**config.mk**
```make
export PLATFORM = sky130hd
export DESIGN_NAME = prio_vic
export DESIGN_NICKNAME = d
export VERILOG_FILES = /design/src/rtl/prio_vic.sv
export SDC_FILE = /design/constraint.sdc
export NUM_CORES = 1
export LEC_CHECK = 0
export ABC_CLOCK_PERIOD_IN_PS = 2330
export BUFFER_PORTS_ARGS = -buffer_cell sky130_fd_sc_hd__buf_2
export CAP_MARGIN = 5
export CORE_ASPECT_RATIO = 1.5
export CORE_UTILIZATION = 40
export DETAILED_ROUTE_END_ITERATION = 16
export HOLD_SLACK_MARGIN = 0.15
export PLACE_DENSITY = 0.64
export SLEW_MARGIN = 40
export SYNTH_ARGS = -nofsm -noshare
export SYNTH_HDL_FRONTEND = slang
export SYNTH_SLANG_ARGS = --single-unit
```
**constraint.sdc**
```tcl
create_clock -name clk -period 2.33 [get_ports clk]
set_clock_uncertainty 0.05 [all_clocks]
set_input_delay 0.233 -clock clk [delete_from_list [all_inputs] [get_ports clk]]
set_output_delay 0.233 -clock clk [all_outputs]
set_load 0.05 [all_outputs]
```
**src/rtl/prio_vic.sv**
```systemverilog
module prio_vic #(
  parameter int NPULSE = 11,
  parameter int NPIN   = 5,
  parameter int NKEY   = 8
) (
  input  logic              clk,
  input  logic              rst_n,
  input  logic [NPULSE-1:0] pulse_in,
  input  logic [NPIN-1:0]   pin_in,
  input  logic [NKEY-1:0]   key_in,
  input  logic              brk_in,
  input  logic              gdis,
  input  logic              ack,
  input  logic              wr,
  input  logic [2:0]        addr,
  input  logic [7:0]        wdata,
  output logic [7:0]        rdata,
  output logic              irq,
  output logic [4:0]        irq_lvl,
  output logic [15:0]       irq_vec
);
  localparam int NLVL = 17;
  localparam int NMSK = NLVL - 2;

  logic [NPIN-1:0] pin_s1, pin_s2, pin_pv, pol;
  logic [NKEY-1:0] key_s1, key_s2;
  logic            key_pv, rst_pend, brk_pend, active;
  logic [NMSK-1:0] req, en, set_v, ack_clr, w1c;
  logic [1:0]      sel;
  logic [3:0]      disc;
  logic [4:0]      cur, win;
  logic [NLVL-1:0] cand;

  wire [NPIN-1:0] pin_edge = (pin_s2 ^ pin_pv) & ~(pin_s2 ^ pol);
  wire            key_fall = key_pv & ~(&key_s2);
  wire            fire_ack = ack & active;

  assign set_v = { sel[1] ? pulse_in[10] : pulse_in[9],
                   pulse_in[8:5], pin_edge[4:2],
                   sel[0] ? pulse_in[4] : key_fall,
                   pin_edge[1:0], pulse_in[3:0] };

  assign cand = {brk_pend, req & en & {NMSK{~gdis}}, rst_pend};

  always_comb begin
    win = '0;
    for (int i = NLVL - 1; i >= 0; i--)
      if (cand[i]) win = 5'(i + 1);
  end

  always_comb begin
    for (int i = 0; i < NMSK; i++) ack_clr[i] = fire_ack && (cur == 5'(i + 2));
    w1c = '0;
    if (wr && addr == 3'd0) w1c[7:0] = wdata;
    if (wr && addr == 3'd1) w1c[NMSK-1:8] = wdata[6:0];
  end

  always_ff @(posedge clk or negedge rst_n) begin
    if (!rst_n) begin
      pin_s1 <= '0; pin_s2 <= '0; pin_pv <= '0;
      key_s1 <= '1; key_s2 <= '1; key_pv <= 1'b1;
      req <= '0; en <= '0; pol <= '0; sel <= '0; disc <= '0;
      rst_pend <= 1'b1; brk_pend <= 1'b0; active <= 1'b0; cur <= '0;
    end else begin
      pin_s1 <= pin_in; pin_s2 <= pin_s1; pin_pv <= pin_s2;
      key_s1 <= key_in; key_s2 <= key_s1; key_pv <= &key_s2;
      req <= (req & ~w1c & ~ack_clr) | set_v;
      if (wr && addr == 3'd2) en[7:0]      <= wdata;
      if (wr && addr == 3'd3) en[NMSK-1:8] <= wdata[6:0];
      if (wr && addr == 3'd4) pol          <= wdata[NPIN-1:0];
      if (wr && addr == 3'd5) sel          <= wdata[1:0];
      disc <= (disc & ~((wr && addr == 3'd6) ? wdata[3:0] : 4'd0))
            | {pulse_in[10], pulse_in[9], pulse_in[4], key_fall};
      if (fire_ack && cur == 5'd1) rst_pend <= 1'b0;
      if (brk_in) brk_pend <= 1'b1;
      else if (fire_ack && cur == 5'(NLVL)) brk_pend <= 1'b0;
      if (fire_ack) active <= 1'b0;
      else if (!active && win != '0) begin
        active <= 1'b1;
        cur    <= win;
      end
    end
  end

  always_comb begin
    case (addr)
      3'd0:    rdata = req[7:0];
      3'd1:    rdata = {1'b0, req[NMSK-1:8]};
      3'd2:    rdata = en[7:0];
      3'd3:    rdata = {1'b0, en[NMSK-1:8]};
      3'd4:    rdata = 8'(pol);
      3'd5:    rdata = {6'd0, sel};
      3'd6:    rdata = {4'd0, disc};
      default: rdata = 8'd0;
    endcase
  end

  assign irq     = active;
  assign irq_lvl = active ? cur : 5'd0;
  assign irq_vec = active ? 16'hFFFE - {10'd0, cur, 1'b0} : 16'h0000;
endmodule

```
==> results of run 1 <==
==> cells by family after synthesis <==
| kind of cell | Yosys count |
|---|---|
| buffers and inverters | 27 |
| flip-flops | 81 |
| AND/OR/NAND/NOR | 131 |
| multiplexers | 34 |
| AO/OA/AOI/OAI | 70 |
| other | 1 |
==> timing repair <==
| item | in CTS | in global routing |
|---|---|---|
| hold endpoints to repair | 66 | 0 |
| setup endpoints to repair | 0 | 0 |
| setup buffers | 0 | 0 |
| hold buffers | 29 | 0 |
==> worst min-delay path: stages <==
cell,delay [ps]
buf_2,90
nand2_1,80
o21a_1,110
==> path summary, 6_finish.rpt <==
check                           startpoint         to  slack [ps]  cells after the start
worst max-delay path               req[13]   rdata[5]         420                      3
worst min-delay path                   ack        irq         160                      3
worst max register to register      req[8]     cur[2]         500                      5
worst min register to register   pin_s1[1]  pin_s2[1]         290                      0
max in group asynchronous            rst_n  key_s2[5]        1210                      3
min in group asynchronous            rst_n     req[3]         350                      2
==> state kept, by name (all words and copies together), names as in the netlist <==
| signal | count |
|---|---|
| disc | 4 |
| irq | 1 |
| key_s1 | 8 |
| pin_s1 | 5 |
| pin_pv | 5 |
| pol | 5 |
| key_pv | 1 |
| rst_pend | 1 |
| key_s2 | 8 |
| req | 15 |
| pin_s2 | 5 |
| sel | 2 |
| cur | 5 |
| en | 15 |
| brk_pend | 1 |
==> final cells by class <==
cell class	count	area [sq um]
Clock inverter	4	32.5
Clock buffer	12	268
Multi-Input combinational cell	236	1640
Inverter	5	18.8
Tap cell	112	140
Timing Repair Buffer	103	688
Fill cell	871	4470
Sequential cell	81	2050
==> metrics by stage <==
step	util [%]	cells	instance area [sq um]
6_report	52.0	553	4840
5_1_grt	52.0	553	4840
4_1_cts	52.0	553	4840
3_5_place_dp	45.6	508	4250
3_3_place_gp	45.6	508	4250
2_1_floorplan	-	344	3840
==> power by group through the flow <==
stage / logic, uW / registers (uW) / clock network (uW)
6_report: 1070 / 1800 / 1400
3_5_place_dp: 1030 / 1820 / 0
2_1_floorplan: 809 / 1730 / 0
3_3_place_gp: 1020 / 1810 / 0
5_1_grt: 1170 / 1820 / 1490
4_1_cts: 1080 / 1800 / 1430
==> cells in the final DEF, fill, tap and decap left out, types with 10 or more instances in the layout <==
cell,n
a21oi_1,12
dlygate4sd3_1,29
mux2_2,25
dfrtp_1,63
nand3_1,13
dfstp_2,18
clkbuf_16,10
nor2_1,16
nand2_1,50
buf_2,68
nor2b_1,12
==> routing by layer <==
metal / vias up / GRT usage, % / wire length, microns
met5: - / 0 / 0
met4: 0 / 11.3 / 378
li1: 1427 / - / -
met2: 93 / 36.1 / 5070
met1: 1498 / 24.9 / 3750
met3: 24 / 4.49 / 426
==> results.toml, run 1 <==
[outcome]
status = "finished clean"

[die]
initial_utilization_pct = 41.2
dieArea_sq_um = 10000
die_w_microns = 82.0
ios = 71
num_rows = 43
core_sq_um = 9310
die_y_microns = 122

[detailed_routing]
viasPerCell = 5.50
antenna_left = 0
routed_wl_microns = 9630
wl_per_cell_microns = 17.4
drt-pass1-iter-count = 4
drc = 0
vias = 3042
drtIter0Drc = 176

[synthesis]
syn_avg_cell_area_sq_um = 11.2
ys_top_cells_by_count = "dfrtp_1 (63), nand2_1 (50), mux2_2 (25)"
synth.most_common_cell = "dfrtp_1"
synth_flop_cell = "dfrtp_1"
synth_simple_gate_area_share_pct = 17.8
yosys.area_share.xor_xnor_pct = 0
synthAdderAreaFrac_pct = 0
synth_top_area_share_pct = 41.1
synth.largest_area_cell = "dfrtp_1"
synth_edf_count = 0
synth_top_family_by_area = "simple AND/OR/NAND/NOR gates"
synth_seq_area_share_pct = 53.4
ys_types = 56
synth_area_leaders = "dfrtp_1 (41%), dfstp_2 (12%), mux2_2 (7.3%), nand2_1 (4.9%), buf_4 (2.2%)"
synth_compound_area_share_pct = 14.4
synth_nets = 385
ys_seq_elements = 81
synthArstFlopShare_pct = 100
postSynthCellCount = 344
synthMuxAreaShare_pct = 10.4
yosys_warnings = 0
netlist_area_sq_um = 3840

[critical_path]
crit_type = "reg2out"
worstPathMaxFanout = 4
crit_family = "multiplexers"
end_kind = "primary output"
max_stage_delay_ps = 500
crit_path_top_delay_cell = "mux4_1"
cp.arrival_ps = 1620
crit_chain = "mux4_1 -> nor2b_1 -> buf_2"
crit_path_start_kind = "register"
worst-path-buf-inv = 1
critical_path_required_ps = 2050

[power_and_ir_drop]
leakage_uw = 0.00199
swShare_pct = 34.2
p_clk_share_pct = 32.8
cellPowerDensity_nw_per_um2 = 883
p_comb_share_pct = 25.1
power.switching_uw = 1460
sequentialPowerShare_pct = 42.1
internal-power_uw = 2810
ir_worst_vdd_uv = 617
power_uw = 4270

[place]
post-place-ws_ps = 499
port_buffers = 69
gp_congestion = 0.935
place_hpwl_microns = 7130

[cts]
cts_made_buffers = 9
clk_latency_ps = 340
root_buffer = "clkbuf_16"
cts.clk_slew.worst_paths_ps = 60
cts_resized = 0
htreeDepth = 3
clockBufferDepth = 2
cts_num_sinks = 81
cts_tree = "built"

[final_layout]
layout.nets = 477
area_growth_pct = 26.0
diodes = 0
drive_above_1_share_pct = 34.7

[timing]
slew_headroom_pct = 59.3
holdWs_ps = 161
period_share_pct = 81.8
worst_slack_ps = 423
worst_pin_slew_ps = 607
finalSetupTns_ps = 0
hold_viol_final = 0
max_freq_mhz = 524
slew_viol_final = 0
rsz0062_at_grt = "false"
setup_viol = 0
min_period_ps = 1910

[grt]
antenna_found_initial = 0
grt_max_degree = 47
grt_util_all_layers_pct = 21.4
grt_pass1_vias = 2965
grt_pass1_wl_microns = 15400
grt-ovfl-total = 0

[hold_path]
hold_class = "in2reg"

[run]
drv_cap = 0
No activity file was read; power rests on OpenSTA's default activity.
==> run 2, diff against run 1 <==
--- a/config.mk
+++ b/config.mk
@@ -5,7 +5,7 @@
 export SDC_FILE = /design/constraint.sdc
 export NUM_CORES = 1
 export LEC_CHECK = 0
-export ABC_CLOCK_PERIOD_IN_PS = 2330
+export ABC_CLOCK_PERIOD_IN_PS = 1800
 export BUFFER_PORTS_ARGS = -buffer_cell sky130_fd_sc_hd__buf_2
 export CAP_MARGIN = 5
 export CORE_ASPECT_RATIO = 1.5
==> constraint.sdc (replaced) <==
create_clock -name clk -period 1.8 [get_ports clk]
set_clock_uncertainty 0.05 [all_clocks]
set_input_delay 0.18 -clock clk [delete_from_list [all_inputs] [get_ports clk]]
set_output_delay 0.18 -clock clk [all_outputs]
set_load 0.05 [all_outputs]
==> run 2 against run 1 <==
- the run now ends with negative setup slack left
- worst setup slack got worse by 460 ps
- non-clock buffer count rose by 36
- register-to-register slack got worse by 440 ps
- flip-flop and latch count did not move
- highest routed layer unchanged
- worst hold slack got worse by 5.8 ps
- first-iteration DRC count decreased by 5.7%
- utilization grew 4.4 points
==> results.toml, run 2 (synthesis gave the netlist of run 1 again) <==
[outcome]
status = "finished, violations left"
violations = "negative setup slack"

[detailed_routing]
antenna_left = 0
wl_per_cell_microns = 18.1
drc = 0
vias = 3216
drtIter0Drc = 166
drt-pass1-iter-count = 4
viasPerCell = 5.46
routed_wl_microns = 10700

[final_layout]
layout_commonest_cell = "buf_2"
final_cell_mix = "buf_2 (62), dfrtp_1 (61), nand2_1 (49), buf_4 (37), dlygate4sd3_1 (33)"
diodes = 0
drive_above_1_share_pct = 43.4
top_regs = "en x15, req x15"
nFillCells = 814
final_util_pct = 56.3
area_growth_pct = 36.6
layout.nets = 513

[grt]
grt_max_degree = 32
grt_pass1_vias = 3265
grt_util_all_layers_pct = 23.3
antenna_found_initial = 0
grt_pass1_wl_microns = 16600
grt-ovfl-total = 0

[cts]
clk_latency_ps = 340
cts_num_sinks = 81
cts.clk_slew.worst_paths_ps = 60
root_buffer = "clkbuf_16"
clockBufferDepth = 2
cts_tree = "built"
cts_made_buffers = 9
htreeDepth = 3

[timing]
worst_slack_ps = -39.1
setup_viol = 1
min_period_ps = 1840
rsz0062_at_grt = "true"
holdWs_ps = 155
hold_viol_final = 0
max_freq_mhz = 544
slew_viol_final = 0
period_share_pct = 102

[critical_path]
crit_chain = "buf_6 -> mux4_2 -> nor2b_4 -> buf_8"
end_kind = "primary output"
crit_path_top_delay_cell = "mux4_2"
r2r_slack_ps = 60
crit_path_start_kind = "register"
max_stage_delay_ps = 440
critical_path_required_ps = 1570
worstPathMaxFanout = 3
reg2regPathDepth = 6
r2r_start = "en[6]"
cp.arrival_ps = 1610
crit_start = "req[6]"
crit_type = "reg2out"
crit_family = "multiplexers"
worst-path-buf-inv = 2
r2r-end = "cur[1]"

[power_and_ir_drop]
cellPowerDensity_nw_per_um2 = 1110
ir_worst_vdd_uv = 735
swShare_pct = 34.3
sequentialPowerShare_pct = 39.4
p_clk_share_pct = 31.3
power_uw = 5840
p_comb_share_pct = 29.4
internal-power_uw = 3840
power.switching_uw = 2000
leakage_uw = 0.00217

[hold_path]
whs_path_depth = 3
min_from = "wdata[1]"
hold_end = "disc[1]"
hold_class = "in2reg"

[die]
die_y_microns = 122
die_w_microns = 82.0
ios = 71
core_sq_um = 9310
initial_utilization_pct = 41.2
dieArea_sq_um = 10000
num_rows = 43

[run]
drv_cap = 0

[place]
place_hpwl_microns = 7970
post-place-ws_ps = 53.5
gp_congestion = 0.943
port_buffers = 69
==> run 2: through the flow <==
step,cells,instance area (sq um),TNS (ps)
floorplan,344,3870,-96.5
global placement,529,4440,0
detailed placement,529,4440,0
CTS,582,5140,-42.2
global route,589,5240,-109
finish,589,5240,-39.1
==> run 2: tightest hold or removal path, delay by kind of cell <==
family / cells / cell delay, ps
AND/OR/NAND/NOR: 1 / 70
buffers and inverters: 1 / 160
AO/OA/AOI/OAI: 1 / 100
==> run 2: power groups by stage <==
| stage | Clock (uW) | Sequential (uW) | Combinational [uW] |
|---|---|---|---|
| floorplan | 0 | 2240 | 1070 |
| global placement | 0 | 2310 | 1500 |
| detailed placement | 0 | 2330 | 1510 |
| CTS | 1860 | 2290 | 1630 |
| global route | 1930 | 2330 | 1840 |
| finish | 1830 | 2300 | 1710 |
==> run 2: repair_timing <==
item                                   CTS  global route
resized for setup                       12            18
hold buffers                            33             0
setup endpoints to repair                4            13
gates cloned                             0             0
buffers inserted                         4             7
endpoints found under the hold margin  112             0
pin swaps                                0             5
==> run 2: final cells by class <==
cell class / count / area, sq um / share of cell area, %
Tap cell: 112 / 140 / 2.67
Inverter: 5 / 18.8 / 0.358
Timing Repair Buffer: 139 / 1010 / 19.3
Clock inverter: 6 / 63.8 / 1.22
Sequential cell: 81 / 2050 / 39.2
Multi-Input combinational cell: 236 / 1730 / 33.0
Clock buffer: 10 / 229 / 4.37
==> run 2: metal layers <==
metal	GRT usage, %	up-vias	routed length (microns)
met3	3.97	32	413
met4	15.6	0	552
met5	0	-	0
met1	26.4	1587	4150
li1	-	1490	-
met2	39.1	107	5580
==> run 2: worst max path at each step <==
| stage | endpoint | cells past startpoint | slack [ps] |
|---|---|---|---|
| 2_1_floorplan | rdata[0] | 4 | -100 |
| 3_3_place_gp | cur[1] | 5 | 100 |
| 3_5_place_dp | cur[2] | 5 | 50 |
| 4_1_cts | rdata[6] | 4 | -30 |
| 5_1_grt | rdata[6] | 4 | -60 |
| 6_report | rdata[6] | 4 | -40 |
==> run 3, diff against run 2 <==
--- a/config.mk
+++ b/config.mk
@@ -5,7 +5,7 @@
 export SDC_FILE = /design/constraint.sdc
 export NUM_CORES = 1
 export LEC_CHECK = 0
-export ABC_CLOCK_PERIOD_IN_PS = 1800
+export ABC_CLOCK_PERIOD_IN_PS = 2300
 export BUFFER_PORTS_ARGS = -buffer_cell sky130_fd_sc_hd__buf_2
 export CAP_MARGIN = 5
 export CORE_ASPECT_RATIO = 1.5
==> constraint.sdc (replaced) <==
create_clock -name clk -period 2.3 [get_ports clk]
set_clock_uncertainty 0.05 [all_clocks]
set_input_delay 0.23 -clock clk [delete_from_list [all_inputs] [get_ports clk]]
set_output_delay 0.23 -clock clk [all_outputs]
set_load 0.05 [all_outputs]
==> run 3 against run 2 <==
- the flow now finishes without violations
- largest power group unchanged
- routed wire length shrank 9.5%
- flip-flop and latch count is the same
- largest cell class unchanged
- utilization shrank 4.3 points
- clock power shrank 22%
- register-to-register slack gained 440 ps
- sequential power shrank 21%
- count of clock-buffer cells in the layout grew 1
- critical path type unchanged
- worst setup slack gained 460 ps
- non-clock buffer count shrank 36
- highest routed layer unchanged
- final area shrank 7.6%
==> results.toml, run 3 (synthesis gave the netlist of run 1 again) <==
[outcome]
status = "finished clean"

[power_and_ir_drop]
leakage_uw = 0.00199
power_uw = 4340
cellPowerDensity_nw_per_um2 = 896
ir_worst_vdd_uv = 638

[final_layout]
final_cell_mix = "buf_2 (68), dfrtp_1 (63), nand2_1 (50), dlygate4sd3_1 (29), mux2_2 (25)"
area_growth_pct = 26.1
top_regs = "en x15, req x15"
layout.nets = 477
layout_commonest_cell = "buf_2"
diodes = 0
stdcell_count = 553
nFillCells = 852
drive_above_1_share_pct = 34.9

[cts]
cts_tree = "built"
clk_latency_ps = 330
cts.clk_slew.worst_paths_ps = 70
cts_resized = 0
post_cts_buffers = 0
htreeDepth = 3
ctsHoldBuffers = 29
root_buffer = "clkbuf_16"
cts_made_buffers = 9
clockBufferDepth = 2
cts_num_sinks = 81

[die]
die_y_microns = 122
ios = 71
core_sq_um = 9310
die_w_microns = 82.0
num_rows = 43
initial_utilization_pct = 41.2
dieArea_sq_um = 10000

[timing]
worst_slack_ps = 417
slew_viol_final = 0
hold_viol_final = 0
worst_pin_slew_ps = 638
setup_viol = 0
finalSetupTns_ps = 0
max_freq_mhz = 531
rsz0062_at_grt = "false"
min_period_ps = 1880
slew_headroom_pct = 57.3
period_share_pct = 81.9

[critical_path]
r2r_slack_ps = 500
r2r_start = "req[13]"
cp.arrival_ps = 1600
crit_path_start_kind = "register"
end_kind = "primary output"
worstPathMaxFanout = 4
r2r-end = "irq"
reg2regPathDepth = 5
critical_path_required_ps = 2020
crit_type = "reg2out"

[grt]
grt_util_all_layers_pct = 21.2
grt_pass1_vias = 3038
grt_max_degree = 46
antenna_found_initial = 0
grt_pass1_wl_microns = 15400
grt-ovfl-total = 0

[detailed_routing]
antenna_left = 0
wl_per_cell_microns = 17.5
drt-pass1-iter-count = 4
routed_wl_microns = 9670
drtIter0Drc = 117
viasPerCell = 5.49
drc = 0
vias = 3038

[place]
post-place-ws_ps = 476
dp.cells = 508
port_buffers = 69
place_hpwl_microns = 7050
gp_congestion = 0.916

[hold_path]
min_from = "wdata[4]"
whs_path_depth = 3
hold_end = "en[4]"
hold_class = "in2reg"

[run]
drv_cap = 0
-- run 3: how the worst max path moves through the flow --
stage / start / endpoint
5_1_grt: addr[1] / rdata[3]
3_3_place_gp: addr[0] / rdata[1]
4_1_cts: req[13] / rdata[5]
2_1_floorplan: addr[1] / rdata[2]
3_5_place_dp: addr[0] / rdata[5]
6_report: req[13] / rdata[5]
-- run 3: per-layer routing --
metal / share of wire [%] / global-route usage, % / vias to the layer above
li1: - / - / 1419
met1: 39 / 24.5 / 1499
met2: 54 / 36.9 / 102
met3: 4.1 / 3.52 / 18
met4: 2.9 / 10.7 / 0
met5: 0 / 0 / -
-- run 3: metrics by stage --
| step | hold WS (ps) | utilization (%) | area [sq um] |
|---|---|---|---|
| global route | 171 | 52.0 | 4840 |
| finish | 162 | 52.0 | 4840 |
| global placement | 188 | 45.6 | 4250 |
| detailed placement | 186 | 45.6 | 4250 |
| CTS | 157 | 52.0 | 4840 |
| floorplan | -116 | - | 3840 |
-- run 3: critical path, cell delays in order (launching register included) --
cell     delay (ps)
dfrtp_1         410
mux4_1          490
nor2b_1         140
buf_2           220
-- run 3: cell type report --
type	count	area (sq um)	area share (%)
Timing Repair Buffer	103	688	14.2
Tap cell	112	140	2.89
Clock inverter	5	41.3	0.853
Inverter	5	18.8	0.388
Sequential cell	81	2050	42.3
Multi-Input combinational cell	236	1640	33.9
Clock buffer	11	264	5.45
-- run 3: report_power, final --
group          switching [uW]  total [uW]  leakage [uW]  internal (uW)
Sequential                213        1820      0.000888           1610
Combinational             682        1080      0.000949            401
Clock                     591        1430      0.000152            838
